--- src/rtl/burst_pkg.sv ---
package burst_pkg;
  localparam int WORD_W = 8;
  localparam int LEN_W  = 8;

  typedef logic [WORD_W-1:0] word_t;
  typedef logic [LEN_W-1:0]  len_t;

  // value that follows w in a burst (wraps modulo 2**WORD_W)
  function automatic word_t next_word(input word_t w);
    return w + word_t'(1);
  endfunction

  // true when the word about to be written is the final one
  function automatic logic is_last(input len_t remaining);
    return remaining == len_t'(1);
  endfunction

  // a zero length request launches nothing
  function automatic logic is_empty(input len_t n);
    return n == '0;
  endfunction
endpackage

--- src/rtl/btn_debounce.sv ---
module btn_debounce #(
  parameter int SYNC_STAGES = 2,
  parameter int HOLD_CYCLES = 16
) (
  input  logic clk,
  input  logic rst_n,
  input  logic btn_raw,
  output logic level_o,
  output logic press_o
);
  localparam int CW = $clog2(HOLD_CYCLES + 1);

  logic [SYNC_STAGES-1:0] sync_q;
  logic [CW-1:0]          run_q;
  logic                   level_q;
  logic                   level_d_q;
  logic                   synced;

  assign synced = sync_q[SYNC_STAGES-1];

  always_ff @(posedge clk) begin
    if (!rst_n) sync_q <= '0;
    else        sync_q <= {sync_q[SYNC_STAGES-2:0], btn_raw};
  end

  always_ff @(posedge clk) begin
    if (!rst_n) begin
      run_q     <= '0;
      level_q   <= 1'b0;
      level_d_q <= 1'b0;
    end else begin
      level_d_q <= level_q;
      if (synced != level_q) begin
        if (run_q == CW'(HOLD_CYCLES - 1)) begin
          level_q <= synced;
          run_q   <= '0;
        end else begin
          run_q <= run_q + CW'(1);
        end
      end else begin
        run_q <= '0;
      end
    end
  end

  assign level_o = level_q;
  assign press_o = level_q & ~level_d_q;
endmodule

--- src/rtl/burst_engine.sv ---
module burst_engine
  import burst_pkg::*;
(
  input  logic  clk,
  input  logic  rst_n,
  input  logic  trig_i,
  input  len_t  len_i,
  input  word_t first_i,
  input  logic  full_i,
  output logic  wr_en_o,
  output word_t wr_data_o,
  output logic  busy_o,
  output logic  accept_o
);
  logic  busy_q;
  len_t  remain_q;
  word_t data_q;

  assign accept_o  = trig_i && !busy_q && !is_empty(len_i);
  assign wr_en_o   = busy_q && !full_i;
  assign wr_data_o = data_q;
  assign busy_o    = busy_q;

  always_ff @(posedge clk) begin
    if (!rst_n) begin
      busy_q   <= 1'b0;
      remain_q <= '0;
      data_q   <= '0;
    end else if (accept_o) begin
      busy_q   <= 1'b1;
      remain_q <= len_i;
      data_q   <= first_i;
    end else if (wr_en_o) begin
      data_q   <= next_word(data_q);
      remain_q <= remain_q - len_t'(1);
      if (is_last(remain_q)) busy_q <= 1'b0;
    end
  end
endmodule

--- src/rtl/burst_writer.sv ---
module burst_writer
  import burst_pkg::*;
#(
  parameter int SYNC_STAGES = 2,
  parameter int DEBOUNCE    = 16
) (
  input  logic        clk,
  input  logic        rst_n,
  input  logic        btn_i,
  input  logic [7:0]  len_i,
  input  logic [7:0]  start_i,
  input  logic        fifo_full_i,
  output logic        wr_en_o,
  output logic [7:0]  wr_data_o
);
  // named internal events for the checker
  logic press_w;
  logic level_w;
  logic busy_w;
  logic accept_w;

  btn_debounce #(
    .SYNC_STAGES(SYNC_STAGES),
    .HOLD_CYCLES(DEBOUNCE)
  ) u_deb (
    .clk     (clk),
    .rst_n   (rst_n),
    .btn_raw (btn_i),
    .level_o (level_w),
    .press_o (press_w)
  );

  burst_engine u_eng (
    .clk       (clk),
    .rst_n     (rst_n),
    .trig_i    (press_w),
    .len_i     (len_i),
    .first_i   (start_i),
    .full_i    (fifo_full_i),
    .wr_en_o   (wr_en_o),
    .wr_data_o (wr_data_o),
    .busy_o    (busy_w),
    .accept_o  (accept_w)
  );
endmodule

--- config.mk ---
export PLATFORM = sky130hd
export DESIGN_NAME = burst_writer
export DESIGN_NICKNAME = d
export VERILOG_FILES = /design/src/rtl/burst_pkg.sv /design/src/rtl/btn_debounce.sv /design/src/rtl/burst_engine.sv /design/src/rtl/burst_writer.sv
export SDC_FILE = /design/constraint.sdc
export NUM_CORES = 1
export LEC_CHECK = 0
export ABC_AREA = 1
export BUFFER_PORTS_ARGS = -buffer_cell sky130_fd_sc_hd__buf_2
export CAP_MARGIN = 40
export CORE_AREA = 4 4 56 58
export DETAILED_ROUTE_END_ITERATION = 6
export DIE_AREA = 0 0 60 62
export PLACE_DENSITY = 0.89
export SYNTH_ARGS = -nofsm -noshare
export SYNTH_HDL_FRONTEND = slang
export SYNTH_SLANG_ARGS = --single-unit
--- constraint.sdc ---
create_clock -name clk -period 2.15 [get_ports clk]
set_input_delay 0.43 -clock clk [delete_from_list [all_inputs] [get_ports clk]]
set_output_delay 0.43 -clock clk [all_outputs]
set_load 0.02 [all_outputs]
==> After elaboration in Yosys (flattened, before gate mapping) <==
Cells that the tools add are included.
Widths: inputs -> output; s select.
{ "classes": {"n_addsub": 3, "muxes": 7, "n_reduce_logical": 12, "n_eq_ne": 3, "bitwise": 4} }
{ "op_table": {"columns": ["op", "count"], "rows": [
  ["$mux 8", 4],
  ["$add 8x1->8 const B", 1],
  ["$eq 8x1->1 const B", 1],
  ["$logic_not 8->1", 1],
  ["$sub 8x1->8 const B", 1],
  ["$add 5x1->5 const B", 1],
  ["$eq 5x4->1 const B", 1],
  ["$reduce_and 2->1", 2],
  ["$reduce_bool 2->1", 2],
  ["$logic_and 1x1->1", 3],
  ["$logic_not 1->1", 3],
  ["$mux 1", 3],
  ["$not 1->1", 3],
  ["$reduce_or 3->1", 1],
  ["$and 1x1->1", 1],
  ["$ne 1x1->1", 1]
]} }
{ "word_totals": {"word_cells": 36, "regBits": 26, "in_bits": 20} }

==> Longest topological paths before layout <==
Gate-level depths: netlist (run 1).
{ "logic_depth": {"word_depth": 6, "depth_mapped": 9, "depth_no_buf": 9} }

==> Cells and area by module <==
From an unflattened synthesis (run 1), not the netlist that was laid out.
{ "unflattened": {"cells_unflattened": 216, "area_unflattened_um2": 1490.2} }
{ "by_module_without_submodules": {"columns": ["module", "cells_each", "instances", "area_each_um2"], "rows": [
  ["burst_engine", 175, 1, 1147.4],
  ["btn_debounce", 41, 1, 342.8]
]} }

==> Worst setup path after synthesis (run 1) <==
Ideal clock, no wire load.
{ "synth_path": {"kind": "register to register", "start": "reg u_deb.run_q[0]", "end": "reg u_deb.run_q[3]", "arrival_time_ns": 1.284, "required_ns": 2.033, "slack_ns": 0.749, "synth_period_minus_slack_ns": 1.401, "path_buffers": 0, "setup_time_ns": 0.117, "stages_incl_launch_ff": 9, "path_cell_list": "dfxtp_1 -> ha_1 -> inv_1 -> nor3_1 -> ha_1 -> a21oi_1 -> o211ai_1 -> o21bai_1 -> a21oi_1"} }
{ "synth_via": {"elab_chain_len": 2, "elab_cells_between_ends": 3, "cone_classes": "1 x add/sub; 1 x eq/ne; 1 x reduce/logical"} }
{ "synth_lines": {"columns": ["item", "line", "source"], "rows": [
  ["from (decl)", "btn_debounce.sv:14", "logic [CW-1:0] run_q;"],
  ["from (signal assigned)", "btn_debounce.sv:38", "run_q <= run_q + CW'(1);"],
  ["branches (longest 2 deep; another with $add 5x1->5)", null, null]
]} }
Several ways; the timed one is not identified.
A chain may end at the register's enable or synchronous reset.

==> Worst setup path in the final report (run 1) <==
{ "layout_path": {"start": "reg u_eng.busy_q, in the netlist u_eng.busy_o", "end": "out wr_en_o"} }
{ "layout_via": {"elab_chain_len": 1} }
{ "layout_lines": {"columns": ["item", "line", "source"], "rows": [
  ["from (decl)", "burst_engine.sv:15", "logic busy_q;"],
  ["from (signal assigned)", "burst_engine.sv:26", "busy_q <= 1'b0;"],
  ["from (signal assigned)", "burst_engine.sv:30", "busy_q <= 1'b1;"],
  ["from (signal assigned)", "burst_engine.sv:36", "if (is_last(remain_q)) busy_q <= 1'b0;"],
  ["$logic_and 1x1->1", "burst_engine.sv:20", "assign wr_en_o = busy_q && !full_i;"],
  ["to (decl)", "burst_writer.sv:13", "output logic wr_en_o,"]
]} }
Every way passes these cells.

==> results.toml, run 1 <==
[worst_setup_path]
worstSetupPathType = "reg2out"
worstPathArrival_ps = 1350
startpoint_type = "flop"
cp_max_fo = 10
critPathLaunch = "u_eng.busy_o"
crit_required_ps = 1720
cp-end-kind = "output port"
r2r_setup_slack_ps = 520
r2r-start = "u_deb.run_q[0]"

[power_and_ir_drop]
intPower_mw = 0.689
p_switching_mw = 0.176
switching_share_pct = 20.4
total_leakage_power_nw = 0.835
p_seq_share_pct = 56.1
power.density_nw_per_um2 = 507
vdd_ir_drop_max_uv = 449
combPwrFrac_pct = 4.2
pwr-share-clk_pct = 39.7

[routing]
vias_per_cell = 5.31
route.detailed.drc = 0
wl_per_cell_um = 11.6
postRouteAntennaNets = 0
initialDrtViolationCount = 70
routed_wl_um = 3290
dr.pass1.iters = 4
vias = 1504

[synthesis]
synth_flop_cell = "dfxtp_1"
avgSynthCellArea_um2 = 6.66
synth-async-reset-ratio_pct = 0
synth_edf_count = 0
synth_top_cell_area_share_pct = 35.0
synth_cells = 223
syn_nets = 248
yosysTopAreaCell = "dfxtp_1"
synth_common_cells = "nand2_1, nand3_1, inv_1, nor2_1, dfxtp_1"
ys_types = 26
synth_area_leaders = "dfxtp_1, nand2_1, nand3_1"
synth.yosys.warnings = 0
syn_area_um2 = 1490
yosysSeqAreaShare_pct = 35.0
ys_seq_elements = 26
yosysMostFrequentCell = "nand2_1"

[timing]
slew-limit-headroom_pct = 64.3
hold_viol_final = 0
finClkSkew_ps = 1.54
setup_viol = 0
min_period_over_period_pct = 83.0
finalMaxSlewViolations = 0
tightest_slew_ps = 535
maxClockFrequency_mhz = 560
min_period_ps = 1780
final.setup.tns_ps = 0
rsz0062_at_grt = "no"
setup_slack_ps = 366

[place]
gp_congestion = 0.817
post-place-ws_ps = 459
io_buffers = 28
dpl.hpwl_um = 2440

[global_routing]
grt_util_all_layers_pct = 19.1
antenna_found_initial = 0
grt_max_degree = 16
overflow = 0
grt_pass1_wl_um = 5400
grt_pass1_vias = 1256

[run_status]
status = "complete, no violations"

[die]
num_io_pins = 29
start_util_pct = 55.8
die_area_um2 = 3720
die_y_um = 62
core-area_um2 = 2660
fp.dieW_um = 60
rows = 19

[cts]
holdBufCountCts = 0
clkTransAtPathRegs_ps = 150
postCtsSetupRepairBufs = 0
cts_buffers = 3
clk_latency_ps = 330
ctsResizeCount = 0
cts_root_buf = "clkbuf_4"
cts_tree = "done"
htreeDepth = 1
clk_path_buf_depth = 2
clock-sinks = 26

[cells_and_area]
syn2layout_area_growth_pct = 14.9
fillers = 231
drive_gt1_share_pct = 16.3
num_antenna_cells = 0
final_nets = 278
multiInputGateArea_um2 = 805
regArea_um2 = 520

[worst_hold_path]
min-delay-start = "btn_i"
holdCritPathClass = "in2reg"

[flow_run]
maxCapViolCount = 0
## path summary, 6_finish.rpt
path	to	cells after the start
setup reg to reg	u_deb.run_q[3]	8
hold / removal	u_deb.sync_q[0]	3
hold reg to reg	u_deb.sync_q[1]	2
setup / recovery	wr_en_o	3
## metal layers
layer | track usage [%] | part of all wire (%) | up-vias
li1 | - | - | 769
met1 | 24.6 | 41 | 667
met2 | 33.0 | 49 | 61
met3 | 1.86 | 8.2 | 7
met4 | 7.59 | 1.9 | 0
met5 | 0 | 0 | -
## cell families after synthesis
group           synth area share (%)
buf+inv                         10.8
flops                           35.0
fa+ha+maj                       4.21
xor+xnor                        4.13
compound gates                  9.18
simple gates                    36.6
## sequential cells by signal, summed over array words and instances (netlist names)
register / count
u_eng.remain_q: 8
u_eng.wr_data_o: 8
u_deb.run_q: 5
u_deb.sync_q: 2
u_deb.level_d_q: 1
u_deb.level_o: 1
u_eng.busy_o: 1
## layout by cell type (no fill, tap or decap), types with 2 or more instances in the layout
| cell type | netlist | layout |
|---|---|---|
| nand2_1 | 47 | 47 |
| nand3_1 | 33 | 33 |
| inv_1 | 32 | 32 |
| nor2_1 | 32 | 32 |
| buf_2 | 2 | 28 |
| dfxtp_1 | 26 | 26 |
| a21oi_1 | 13 | 13 |
| xor2_1 | 5 | 5 |
| ha_1 | 5 | 5 |
| o21ai_0 | 4 | 4 |
| buf_4 | 1 | 4 |
| nand4_1 | 3 | 3 |
| nand3b_1 | 3 | 3 |
| clkbuf_4 | 0 | 3 |
| nor3_1 | 2 | 2 |
| xnor2_1 | 2 | 2 |
## power groups by stage
stage                     registers [mW]  clock network [mW]  logic (mW)
after floorplan                    0.496                   0      0.0135
after global placement             0.496                   0      0.0361
after detailed placement           0.496                   0      0.0361
after CTS                          0.485               0.342      0.0363
after global routing               0.486               0.362      0.0400
final                              0.486               0.344      0.0364
## worst max-delay path, stage by stage (launching register included)
cell and delay [ps]:
dfxtp_1 430, nand2_1 280, inv_1 140, buf_2 170
## cell type report
cell class                      instances  area share, %
Clock buffer                            3           1.32
Clock inverter                          1           1.76
Inverter                               32           7.04
Multi-Input combinational cell        158           47.1
Sequential cell                        26           30.5
Tap cell                               31           2.27
Timing Repair Buffer                   32           9.97
## metrics by stage
| step | std cells | power, mW | hold WS (ps) | utilization (%) | instance area [um2] |
|---|---|---|---|---|---|
| CTS | 283 | 0.863 | 280 | 64.1 | 1710 |
| global route | 283 | 0.888 | 290 | 64.1 | 1710 |
| global placement | 279 | 0.532 | 391 | 62.1 | 1650 |
| detailed placement | 279 | 0.532 | 410 | 62.1 | 1650 |
| floorplan | 223 | 0.509 | 390 | - | 1490 |
| finish | 283 | 0.865 | 273 | 64.1 | 1710 |
Power figures use the tool's default switching activity.
==> inputs of run 2 (changes only) <==
CORE_AREA = 4 4 58 60   (was 4 4 56 58)
DIE_AREA = 0 0 62 64   (was 0 0 60 62)
PLACE_DENSITY = 0.84   (was 0.89)
clock period = 1.8 ns   (was 2.15 ns; I/O delays follow)
==> run 2 against run 1 <==
Net effect: cell count grew 1.1%; design area grew 0.59%; flip-flop and latch count is the same; largest cell class unchanged; sequential share of layout area shrank 0.18 points; non-clock buffer count grew 1; global-route usage shrank 0.66 points; utilization shrank 5.5 points; clock skew is essentially flat; critical path depth is the same; clock power grew 16%.
==> results.toml, run 2 (synthesis results as in run 1) <==
[run_status]
status = "complete, no violations"

[cts]
clock-sinks = 26
cts_buffers = 3
clk_latency_ps = 320
clkTransAtPathRegs_ps = 140
clk_path_buf_depth = 2
cts_root_buf = "clkbuf_4"
htreeDepth = 1
ctsResizeCount = 0
cts_tree = "done"
postCtsSetupRepairBufs = 0
holdBufCountCts = 0

[worst_setup_path]
critPathTopFamily = "flip-flops"
worstPathArrival_ps = 1290
cp-end-kind = "output port"
path_buf_inv = 2
crit_required_ps = 1440
critPathMaxStageDelay_ps = 420
startpoint_type = "flop"
cp_cell_sequence = "nand2_1 -> inv_1 -> buf_2"
cp_max_fo = 8
slowest_stage = "dfxtp_1"
worstSetupPathType = "reg2out"
critPathLaunch = "u_eng.busy_o"
r2r-start = "u_deb.run_q[0]"

[cells_and_area]
drive_gt1_share_pct = 16.6
syn2layout_area_growth_pct = 15.6
utilization_pct = 58.6
final_common_cell = "nand2_1"
regArea_um2 = 520
multiInputGateArea_um2 = 805
fillers = 286
num_antenna_cells = 0
layout_common_cells = "nand2_1, nand3_1, inv_1, nor2_1, buf_2"
final_nets = 279

[power_and_ir_drop]
power.density_nw_per_um2 = 595
p_seq_share_pct = 56.7
pwr-share-clk_pct = 39.1
combPwrFrac_pct = 4.2
switching_share_pct = 19.5
intPower_mw = 0.823
total_leakage_power_nw = 0.839
vdd_ir_drop_max_uv = 684
p_switching_mw = 0.199

[routing]
postRouteAntennaNets = 0
vias = 1454
route.detailed.drc = 0
wl_per_cell_um = 11.5
vias_per_cell = 5.08
initialDrtViolationCount = 82
routed_wl_um = 3290
dr.pass1.iters = 4

[timing]
slew-limit-headroom_pct = 71.5
final.setup.tns_ps = 0
tightest_slew_ps = 427
setup_viol = 0
maxClockFrequency_mhz = 605
hold_viol_final = 0
rsz0062_at_grt = "no"
min_period_over_period_pct = 91.8
finClkSkew_ps = 1.94
finalMaxSlewViolations = 0
min_period_ps = 1650

[global_routing]
overflow = 0
antenna_found_initial = 0
top_usage_layer = "met2"
grt_max_degree = 16
grt_pass1_wl_um = 5650
grt_util_all_layers_pct = 18.5
use_met1_pct = 24.0
grt_util_met2_pct = 29.8
grt_pass1_vias = 1329
use_met3_pct = 2.42

[worst_hold_path]
holdCritPathClass = "in2reg"
min-delay-start = "btn_i"

[die]
rows = 20
die_y_um = 64
start_util_pct = 50.7
core-area_um2 = 2930
num_io_pins = 29
fp.dieW_um = 62
die_area_um2 = 3970

[place]
dpl.hpwl_um = 2490
gp_congestion = 0.884
io_buffers = 28

[flow_run]
maxCapViolCount = 0
[run 2: cell types whose count changed in the layout (fill, tap and decap cells not counted)]
cell / delta
buf_4: +1
[run 2: cell type report]
class                           count  area share, %
Clock buffer                        3           1.31
Timing Repair Buffer               33           10.3
Multi-Input combinational cell    158           46.9
Clock inverter                      1           1.75
Sequential cell                    26           30.3
Inverter                           32           7.00
Tap cell                           33           2.41
[run 2: tightest hold or removal path: stages]
cell     delay (ps)
buf_2            70
nand2_1          40
inv_1            40
[run 2: worst paths after layout]
check	to	slack (ps)	cells after the start
max reg2reg	u_deb.run_q[3]	250	8
max	wr_en_o	150	3
min	u_deb.sync_q[0]	210	3
min reg2reg	u_deb.sync_q[1]	430	2
[run 2: power by group through the flow]
| stage | sequential (mW) | clock, mW | combinational [mW] |
|---|---|---|---|
| 2_1_floorplan | 0.592 | 0 | 0.0161 |
| 3_3_place_gp | 0.592 | 0 | 0.0419 |
| 3_5_place_dp | 0.592 | 0 | 0.0427 |
| 4_1_cts | 0.580 | 0.413 | 0.0428 |
| 5_1_grt | 0.580 | 0.428 | 0.0492 |
| 6_report | 0.580 | 0.400 | 0.0427 |
[run 2: per-layer routing]
metal  vias up  routed length, um
li1        770                  -
met1       655               1530
met2        25               1600
met3         4                111
met4         0                 49
met5         -                  0
[run 2: metrics by stage]
stage          setup WS, ps  power (mW)  hold slack [ps]  cells  area, um2
2_1_floorplan           399       0.608              390    223       1490
3_3_place_gp            278       0.634              395    282       1660
3_5_place_dp            265       0.635              398    282       1660
4_1_cts                 120        1.04              198    286       1720
5_1_grt                61.6        1.06              221    286       1720
6_report                147        1.02              206    286       1720
==> inputs of run 3 (changes only) <==
SYNTH_HIERARCHICAL = 1   (was default)
==> run 3 against run 2 <==
Net effect: combinational power grew 19%; critical path depth stayed put; sequential power hardly changed; total power is 9.7% lower; highest routed layer unchanged; worst hold slack improved by 12 ps; utilization down 1.1 points; synthesized cell count fell by 3.1%; via count increased by 1.7%; setup slack gained 66 ps; flip-flop and latch count is the same; clock-buffer cell count up 1.
==> results.toml, run 3 <==
[cts]
clock-sinks = 26
cts_buffers = 3
clk_path_buf_depth = 2
cts_root_buf = "clkbuf_4"
clkTransAtPathRegs_ps = 140
htreeDepth = 1
clk_latency_ps = 320
holdBufCountCts = 0
ctsResizeCount = 0
postCtsSetupRepairBufs = 0
cts_tree = "done"

[timing]
min_period_ps = 1590
finClkSkew_ps = 7.49
hold_viol_final = 0
setup_viol = 0
maxClockFrequency_mhz = 630
min_period_over_period_pct = 88.1
finalMaxSlewViolations = 0
rsz0062_at_grt = "no"
final.setup.tns_ps = 0
tightest_slew_ps = 406
slew-limit-headroom_pct = 72.9

[routing]
vias = 1478
dr.pass1.iters = 4
postRouteAntennaNets = 0
route.detailed.drc = 0
wl_per_cell_um = 11.5
routed_wl_um = 3200
vias_per_cell = 5.32
initialDrtViolationCount = 125

[worst_setup_path]
worstPathArrival_ps = 1230
worstSetupPathType = "reg2out"
cp-end-kind = "output port"
startpoint_type = "flop"
crit_required_ps = 1440
cp_max_fo = 11

[synthesis]
synth_top_cell_area_share_pct = 34.9
yosysSeqAreaShare_pct = 34.9
yosysTopAreaCell = "dfxtp_1"
ys_types = 29
synth_edf_count = 0
yosysMostFrequentCell = "nand2_1"
syn_nets = 241
synth-async-reset-ratio_pct = 0
ys_seq_elements = 26
syn_area_um2 = 1490
synth_cells = 216
synth.yosys.warnings = 6
synth_common_cells = "nand2_1, nand3_1, inv_1, nor2_1, dfxtp_1"
synth_area_leaders = "dfxtp_1, nand3_1, nand2_1"
avgSynthCellArea_um2 = 6.90
synth_flop_cell = "dfxtp_1"

[cells_and_area]
num_antenna_cells = 0
drive_gt1_share_pct = 21.2
layout_common_cells = "nand2_1, nand3_1, buf_2, inv_1, nor2_1"
final_cells = 278
final_nets = 271
final_common_cell = "nand2_1"
syn2layout_area_growth_pct = 13.0
fillers = 274

[die]
fp.dieW_um = 62
core-area_um2 = 2930
rows = 20
die_y_um = 64
start_util_pct = 50.9
num_io_pins = 29
die_area_um2 = 3970

[power_and_ir_drop]
intPower_mw = 0.724
total_leakage_power_nw = 0.780
combPwrFrac_pct = 5.5
p_seq_share_pct = 62.8
p_switching_mw = 0.199
switching_share_pct = 21.6
power.density_nw_per_um2 = 548
vdd_ir_drop_max_uv = 350
pwr-share-clk_pct = 31.7

[global_routing]
grt_util_all_layers_pct = 17.1
antenna_found_initial = 0
overflow = 0
grt_pass1_vias = 1263
grt_max_degree = 21
grt_pass1_wl_um = 5290

[run_status]
status = "complete, no violations"

[place]
io_buffers = 28
place_inst = 274
dpl.hpwl_um = 2420
gp_congestion = 0.826

[worst_hold_path]
holdCritPathClass = "in2reg"

[flow_run]
maxCapViolCount = 0
## run 3: logic make-up (layout without fill, tap and decap cells)
group	after synthesis	count (layout)	share of synthesized area [%]
compound gates	30	30	12.1
simple gates	117	117	37.3
xor+xnor	1	1	0.588
fa+ha+maj	5	5	4.20
buf+inv	37	66	10.9
flops	26	26	34.9
## run 3: through the flow
stage                     area (um2)  worst slack, ps  power (mW)  hold WS, ps  utilization [%]
after global routing            1680              130       0.969          218             57.5
after detailed placement        1650              147       0.643          408             56.3
after global placement          1650              188       0.641          396             56.3
after floorplan                 1490              443       0.612          390                -
final                           1680              213       0.923          218             57.5
after CTS                       1680              197       0.936          203             57.5
## run 3: worst paths after layout
path	start	end	slack (ps)	cells past startpoint
worst min register to register	u_deb/sync_q[0]	u_deb/sync_q[1]	430	2
worst max-delay path	u_eng/busy_o	wr_en_o	210	3
worst max register to register	u_eng/wr_data_o[0]	u_eng/wr_data_o[6]	440	10
worst min-delay path	btn_i	u_deb/sync_q[0]	220	3
## run 3: per-layer routing
metal / track usage (%) / routed length [um] / vias up
li1: - / - / 762
met2: 26.7 / 1440 / 60
met1: 23.0 / 1460 / 649
met5: 0 / 0 / -
met4: 7.16 / 71 / 0
met3: 2.42 / 233 / 7
## run 3: critical path, cell delays in order (launching register included)
cell and delay, ps:
dfxtp_1 410, nand2_1 110, inv_2 180, buf_2 210
## run 3: power groups by stage
stage	clock, mW	combinational, mW	sequential (mW)
4_1_cts	0.305	0.0511	0.580
3_5_place_dp	0	0.0507	0.592
6_report	0.293	0.0509	0.580
3_3_place_gp	0	0.0492	0.592
2_1_floorplan	0	0.0205	0.592
5_1_grt	0.331	0.0574	0.581
## run 3: final cells by class
| type | count | area, um2 | area share (%) |
|---|---|---|---|
| Inverter | 31 | 116 | 6.91 |
| Sequential cell | 26 | 520 | 30.9 |
| Tap cell | 33 | 41.3 | 2.45 |
| Timing Repair Buffer | 31 | 163 | 9.66 |
| Multi-Input combinational cell | 153 | 807 | 47.9 |
| Clock buffer | 4 | 36.3 | 2.15 |
